<file path="src/rtl/arx_pkg.sv">
package arx_pkg;
  typedef struct packed {
    logic shiftEn;    // one received bit this cycle
    logic shiftBit;   // its value
    logic capture;    // 32nd bit: load holding register
    logic lenErr;     // word closed by gap with bad count
    logic rdClear;    // strobe began
    logic rdAdvance;  // strobe ended
  } arx_ctl_t;
endpackage

</file>
<file path="src/rtl/arx_control.sv">
module arx_control
  import arx_pkg::*;
#(
  parameter int WORD_BITS = 32,
  parameter int BIT_CLKS  = 4,
  parameter int GAP_BITS  = 4
) (
  input  logic     clk,
  input  logic     rstN,
  input  logic     railA,
  input  logic     railB,
  input  logic     testA,
  input  logic     testB,
  input  logic     testMode,
  input  logic     readStb,
  output arx_ctl_t ctl
);
  localparam int GAP_LIMIT = BIT_CLKS * GAP_BITS;
  localparam int GAP_W     = $clog2(GAP_LIMIT + 1);
  localparam int CNT_W     = $clog2(WORD_BITS + 1) + 1;
  localparam logic [CNT_W-1:0] LAST_IDX = CNT_W'(WORD_BITS - 1);
  localparam logic [CNT_W-1:0] FULL_CNT = CNT_W'(WORD_BITS);
  localparam logic [CNT_W-1:0] CNT_MAX  = '1;
  localparam logic [GAP_W-1:0] GAP_END  = GAP_W'(GAP_LIMIT - 1);
  localparam logic [GAP_W-1:0] GAP_SAT  = GAP_W'(GAP_LIMIT);

  logic srcA, srcB;
  logic aSync, bSync, aPrev, bPrev;
  logic rdSync, rdPrev;
  logic clkNow, clkPrev, bitEdge, gapEnd;
  logic [CNT_W-1:0] bitCnt;
  logic [GAP_W-1:0] idleCnt;

  assign srcA = testMode ? testA : railA;
  assign srcB = testMode ? testB : railB;

  always_ff @(posedge clk or negedge rstN) begin
    if (!rstN) begin
      aSync <= 1'b0; bSync <= 1'b0; aPrev <= 1'b0; bPrev <= 1'b0;
      rdSync <= 1'b0; rdPrev <= 1'b0;
    end else begin
      aSync <= srcA; bSync <= srcB; aPrev <= aSync; bPrev <= bSync;
      rdSync <= readStb; rdPrev <= rdSync;
    end
  end

  assign clkNow  = aSync | bSync;
  assign clkPrev = aPrev | bPrev;
  assign bitEdge = clkNow & ~clkPrev;
  assign gapEnd  = !clkNow && (idleCnt == GAP_END) && (bitCnt != '0);

  always_ff @(posedge clk or negedge rstN) begin
    if (!rstN) begin
      bitCnt  <= '0;
      idleCnt <= '0;
    end else begin
      if (clkNow) idleCnt <= '0;
      else if (idleCnt != GAP_SAT) idleCnt <= idleCnt + 1'b1;
      if (gapEnd) bitCnt <= '0;
      else if (bitEdge && bitCnt != CNT_MAX) bitCnt <= bitCnt + 1'b1;
    end
  end

  always_comb begin
    ctl.shiftEn   = bitEdge;
    ctl.shiftBit  = aSync;
    ctl.capture   = bitEdge && (bitCnt == LAST_IDX);
    ctl.lenErr    = gapEnd && (bitCnt != FULL_CNT);
    ctl.rdClear   = rdSync & ~rdPrev;
    ctl.rdAdvance = ~rdSync & rdPrev;
  end

  p_gap_restart_r9: assert property (@(posedge clk) disable iff (!rstN)
    gapEnd |=> (bitCnt == '0));
  p_no_overlap_r9: assert property (@(posedge clk) disable iff (!rstN)
    !(ctl.capture && ctl.lenErr));
endmodule

</file>
<file path="src/rtl/arx_datapath.sv">
module arx_datapath
  import arx_pkg::*;
#(
  parameter int WORD_BITS = 32,
  parameter int BYTE_BITS = 8
) (
  input  logic                 clk,
  input  logic                 rstN,
  input  arx_ctl_t             ctl,
  input  logic                 parityEn,
  input  logic                 readStb,
  output logic [BYTE_BITS-1:0] dataOut,
  output logic                 dataReady,
  output logic                 wordError
);
  localparam int NUM_BYTES = WORD_BITS / BYTE_BITS;
  localparam int PTR_W     = (NUM_BYTES > 1) ? $clog2(NUM_BYTES) : 1;
  localparam logic [PTR_W-1:0] LAST_PTR = PTR_W'(NUM_BYTES - 1);

  logic [WORD_BITS-1:0] shiftReg, holdReg, nextWord;
  logic [PTR_W-1:0]     rdPtr;
  logic [BYTE_BITS-1:0] byteLane [NUM_BYTES];

  assign nextWord = {ctl.shiftBit, shiftReg[WORD_BITS-1:1]};

  for (genvar g = 0; g < NUM_BYTES; g++) begin : g_lane
    assign byteLane[g] = holdReg[g*BYTE_BITS +: BYTE_BITS];
  end

  assign dataOut = readStb ? byteLane[rdPtr] : '0;

  always_ff @(posedge clk or negedge rstN) begin
    if (!rstN) begin
      shiftReg  <= '0;
      holdReg   <= '0;
      rdPtr     <= '0;
      dataReady <= 1'b0;
      wordError <= 1'b0;
    end else begin
      if (ctl.shiftEn) shiftReg <= nextWord;
      if (ctl.capture) begin
        holdReg   <= nextWord;
        rdPtr     <= '0;
        dataReady <= 1'b1;
        wordError <= parityEn & ~(^nextWord);
      end else begin
        if (ctl.rdClear) dataReady <= 1'b0;
        if (ctl.rdAdvance) rdPtr <= (rdPtr == LAST_PTR) ? '0 : rdPtr + 1'b1;
        if (ctl.lenErr) wordError <= 1'b1;
      end
    end
  end

  p_ready_set_r3: assert property (@(posedge clk) disable iff (!rstN)
    ctl.capture |=> dataReady);
  p_ready_clear_r5: assert property (@(posedge clk) disable iff (!rstN)
    (ctl.rdClear && !ctl.capture) |=> !dataReady);
  p_ptr_home_r10: assert property (@(posedge clk) disable iff (!rstN)
    ctl.capture |=> (rdPtr == '0));
  p_len_flag_r9: assert property (@(posedge clk) disable iff (!rstN)
    ctl.lenErr |=> wordError);
  p_parity_off_r8: assert property (@(posedge clk) disable iff (!rstN)
    (ctl.capture && !parityEn) |=> !wordError);
endmodule

</file>
<file path="src/rtl/arinc_byte_rx.sv">
module arinc_byte_rx
  import arx_pkg::*;
#(
  parameter int WORD_BITS = 32,
  parameter int BYTE_BITS = 8,
  parameter int BIT_CLKS  = 4,
  parameter int GAP_BITS  = 4
) (
  input  logic                 gapClk,
  input  logic                 rstN,
  input  logic                 railA,
  input  logic                 railB,
  input  logic                 testA,
  input  logic                 testB,
  input  logic                 testMode,
  input  logic                 parityEn,
  input  logic                 readStb,
  output logic [BYTE_BITS-1:0] dataOut,
  output logic                 dataOe,
  output logic                 dataReady,
  output logic                 wordError
);
  arx_ctl_t ctl;

  arx_control #(.WORD_BITS(WORD_BITS), .BIT_CLKS(BIT_CLKS), .GAP_BITS(GAP_BITS)) u_ctl (
    .clk(gapClk), .rstN(rstN), .railA(railA), .railB(railB),
    .testA(testA), .testB(testB), .testMode(testMode), .readStb(readStb), .ctl(ctl)
  );

  arx_datapath #(.WORD_BITS(WORD_BITS), .BYTE_BITS(BYTE_BITS)) u_dp (
    .clk(gapClk), .rstN(rstN), .ctl(ctl), .parityEn(parityEn), .readStb(readStb),
    .dataOut(dataOut), .dataReady(dataReady), .wordError(wordError)
  );

  assign dataOe = readStb;
endmodule

</file>
<file path="config.mk">
export PLATFORM = sky130hd
export DESIGN_NAME = arinc_byte_rx
export DESIGN_NICKNAME = d
export VERILOG_FILES = /design/src/rtl/arx_pkg.sv /design/src/rtl/arx_control.sv /design/src/rtl/arx_datapath.sv /design/src/rtl/arinc_byte_rx.sv
export SDC_FILE = /design/constraint.sdc
export NUM_CORES = 1
export LEC_CHECK = 0
export BUFFER_PORTS_ARGS = -buffer_cell sky130_fd_sc_hd__buf_2
export CELL_PAD_IN_SITES_DETAIL_PLACEMENT = 1
export CELL_PAD_IN_SITES_GLOBAL_PLACEMENT = 1
export CORE_MARGIN = 10
export CORE_UTILIZATION = 30
export DETAILED_ROUTE_END_ITERATION = 7
export PLACE_DENSITY_LB_ADDON = 0.1
export SYNTH_ARGS = -nofsm -noshare
export SYNTH_HDL_FRONTEND = slang
export SYNTH_HIERARCHICAL = 1
export SYNTH_SLANG_ARGS = --single-unit
</file>
<file path="constraint.sdc">
create_clock -name gapClk -period 4.81 [get_ports gapClk]
set_clock_uncertainty 0.1 [all_clocks]
set_input_delay 1.2025 -clock gapClk [delete_from_list [all_inputs] [get_ports gapClk]]
set_output_delay 1.2025 -clock gapClk [all_outputs]
set_load 0.02 [all_outputs]
</file>
==> run_results.csv <==
group,metric,value,unit
synth,synth-xor-area-share,7.57,%
cells_and_area,syn2layout_area_growth,13.9,%
worst_setup_path,slowest_stage,"dfrtp_1",
cells_and_area,drive_above_1_share,39.0,%
floorplanning,pin_count,20,
worst_setup_path,cp-end-kind,"primary output",
clocking,path_clk_slew,0.06,ns
sta,fmax,303,MHz
synth,syn-instance-count,283,
power_and_ir_drop,combinationalPowerShare,24.7,%
worst_setup_path,critPathTopFamily,"flip-flops",
synth,netlist.area_leader.share,54.1,%
synth,ys_types,37,
worst_setup_path,cp_data_required_time,3.51,ns
placed_design,io_buffers,19,
synth,syn-cell-area,3930,µm²
drt,vias,2209,
cells_and_area,antennaDiodeCount,0,
synth,synth-simple-area-share,6.75,%
clocking,cts_tree,"built",
outcome,status,"finished clean",
power_and_ir_drop,p_total,2.10,mW
synth,synth_top_family_by_area,"multiplexers",
floorplanning,die_area,18100,µm²
clocking,cts_root_buf,"clkbuf_16",
synth,synth_top_area_cell,"dfrtp_1",
power_and_ir_drop,pwr-share-seq,44.9,%
sta,rsz0062_at_grt,"false",
placed_design,dp_slack,1.80,ns
drt,drtIter0Drc,79,
floorplanning,coreArea,12700,µm²
sta,tightest_slew,0.886,ns
synth,synthTopCellsByArea,"dfrtp_1 (54%), mux2_2 (19%), xnor2_1 (6.7%), mux4_2 (4.6%), ha_1 (1.9%)",
grt,grt_use_total,9.75,%
sta,setup-tns-final,0,ns
floorplanning,die_h,134,µm
drt,drc,0,
synth,synth-compound-area-share,2.96,%
floorplanning,rows,41,
worst_setup_path,crit_type,"flip-flop to primary output",
synth,synth.mux.area_fraction,24.5,%
grt,overflow,0,
synth,synthAdderAreaFrac,1.91,%
clocking,hold_buffers,0,
sta,finalSetupViolations,0,
clocking,cts_resized,0,
worst_setup_path,crit_fanout,11,
synth,postSynthAreaPerCell,13.9,µm²
clocking,cts_setup_buffers,0,
clocking,ctsHtreeMaxLevel,3,
cells_and_area,fin_nets,319,
synth,yosysSeqAreaShare,54.1,%
placed_design,place.gp.congestion,0.763,
power_and_ir_drop,p_sw_share,31.2,%
placed_design,dpl.hpwl,5680,µm
clocking,clock_latency,0.34,ns
clocking,cts_buffers,9,
sta,min_period,3.31,ns
cells_and_area,layout_commonest_cell,"dfrtp_1",
drt,firstDrtPassIters,3,
power_and_ir_drop,p_per_area,468,nW/µm²
drt,ant_nets,0,
grt,antenna_found_initial,0,
power_and_ir_drop,pwr-share-clk,30.4,%
job,drv_cap,0,
drt,routedWlPerCell,17.1,µm
sta,post-route-period-util,68.7,%
worst_setup_path,slowest_delay,0.75,ns
clocking,clock-sinks,85,
sta,max_slew_margin,41.0,%
synth,syn_nets,298,
floorplanning,initial_core_util,30.9,%
worst_setup_path,crit_path_start_kind,"flip-flop",
worst_setup_path,arrival,2.00,ns
power_and_ir_drop,peakVddDrop,0.166,mV
synth,yosys_warnings,6,
synth,ys_ff_latch,85,
grt,grt_pass1_wl,13800,µm
worst_setup_path,path_cells,"mux4_2 -> and2_1 -> buf_2",
worst_setup_path,critPathBufInv,1,
power_and_ir_drop,p_leak,2.05,nW
grt,grt_max_degree,66,
clocking,cts_buffer_depth,2,
grt,grt_pass1_vias,2352,
sta,slew_viol_final,0,
cells_and_area,final_cell_mix,"dfrtp_1 (85), mux2_2 (66), xnor2_1 (30)",
sta,fin_ws,1.50,ns
sta,finalHoldViolations,0,
power_and_ir_drop,p_int,1.44,mW
drt,avgViaCountPerCell,4.60,
min_path,hold_path.class,"flip-flop to flip-flop",
sta,whs,0.292,ns
drt,wirelength,8220,µm
power_and_ir_drop,p_sw,655,µW
floorplanning,die_w,134,µm
-- path summary, 6_finish.rpt --
check | startpoint | end | slack, ns | cells after the start
worst min register to register | u_ctl/rdSync$_DFF_PN0_ | u_ctl/rdPrev$_DFF_PN0_ | 0.29 | 0
worst max-delay path | u_dp/rdPtr[0]$_DFFE_PN0P_ | dataOut[1] | 1.50 | 3
max in group asynchronous | rstN | u_dp/rdPtr[1]$_DFFE_PN0P_ | 2.91 | 2
worst min-delay path | u_ctl/rdSync$_DFF_PN0_ | u_ctl/rdPrev$_DFF_PN0_ | 0.29 | 0
min in group asynchronous | rstN | u_ctl/bitCnt[1]$_DFFE_PN0P_ | 0.86 | 1
worst max register to register | u_ctl/aSync$_DFF_PN0_ | u_dp/holdReg[4]$_DFFE_PN0P_ | 2.19 | 4
-- metrics by stage --
step                cell area (µm²)  cells  util (%)
detailed placement             4210    465      33.1
global route                   4480    480      35.2
global placement               4210    465      33.1
finish                         4480    480      35.2
CTS                            4480    480      35.2
floorplan                      3930    283         -
-- cells in the mapped netlist --
library cell and n:
a2111oi_4 1, a211o_1 1, a21o_1 1, a21oi_1 3, a31o_2 1, a31oi_1 4, a31oi_2 1, and2_1 9
and3_1 1, and3_2 2, and4_4 1, buf_1 3, buf_2 4, buf_4 3, clkbuf_1 2, dfrtp_1 85
ha_1 6, inv_1 7, mux2_2 66, mux2i_1 4, mux4_2 8, nand2_1 7, nand2b_1 2, nand2b_2 1
nand3_1 3, nand4b_1 1, nor2_1 9, nor2_4 1, nor2b_1 2, nor3_1 3, nor3b_1 1, nor4_1 3
o21ai_0 1, o22ai_1 1, or2_1 1, xnor2_1 30, xor2_1 4
-- worst reg2reg max path: cells and delay by family, from the launching register on --
family	cells	cell delay, ns
multiplexers	1	0.44
AND/OR/NAND/NOR	3	1.44
flip-flops	1	0.51
-- sequential cells by signal, indices dropped and copies added (netlist names) --
signal and cells:
u_ctl/aPrev 1, u_ctl/rdPrev 1, u_ctl/aSync 1, u_dp/wordError 1, u_ctl/bPrev 1, u_dp/shiftReg 31
u_dp/rdPtr 2, u_dp/holdReg 32, u_ctl/rdSync 1, u_ctl/idleCnt 5, u_ctl/bitCnt 7, u_ctl/bSync 1
u_dp/dataReady 1
-- power by group through the flow --
stage | Sequential [mW] | Clock (mW) | Combinational [mW]
finish | 0.941 | 0.638 | 0.518
global route | 0.972 | 0.689 | 0.572
CTS | 0.947 | 0.663 | 0.524
detailed placement | 0.960 | 0 | 0.523
global placement | 0.956 | 0 | 0.519
floorplan | 0.881 | 0 | 0.450
-- routing by layer --
metal	track usage, %	vias up	part of all wire, %	wire length [µm]
li1	-	1033	-	-
met1	13.8	1149	51	4200
met2	13.7	15	45	3670
met3	2.49	12	2.4	200
met4	4.17	0	1.8	151
met5	0	-	0	0
-- cell families after synthesis --
| kind of cell | count (synthesis) |
|---|---|
| flip-flops | 85 |
| multiplexers | 78 |
| AND/OR/NAND/NOR | 47 |
| XOR/XNOR | 34 |
| buffers and inverters | 19 |
| AO/OA/AOI/OAI | 14 |
| adder cells (fa/ha/maj) | 6 |
-- layout make-up --
class,count,area (µm²)
fillers,1390,8240
flip-flops and latches,85,2130
multi-input cells,179,1720
clock buffers,10,239
well taps,172,215
repair buffers,22,120
clock inverters,5,27.5
inverters,7,26.3
Note: power is estimated with default switching activity, not from simulation.
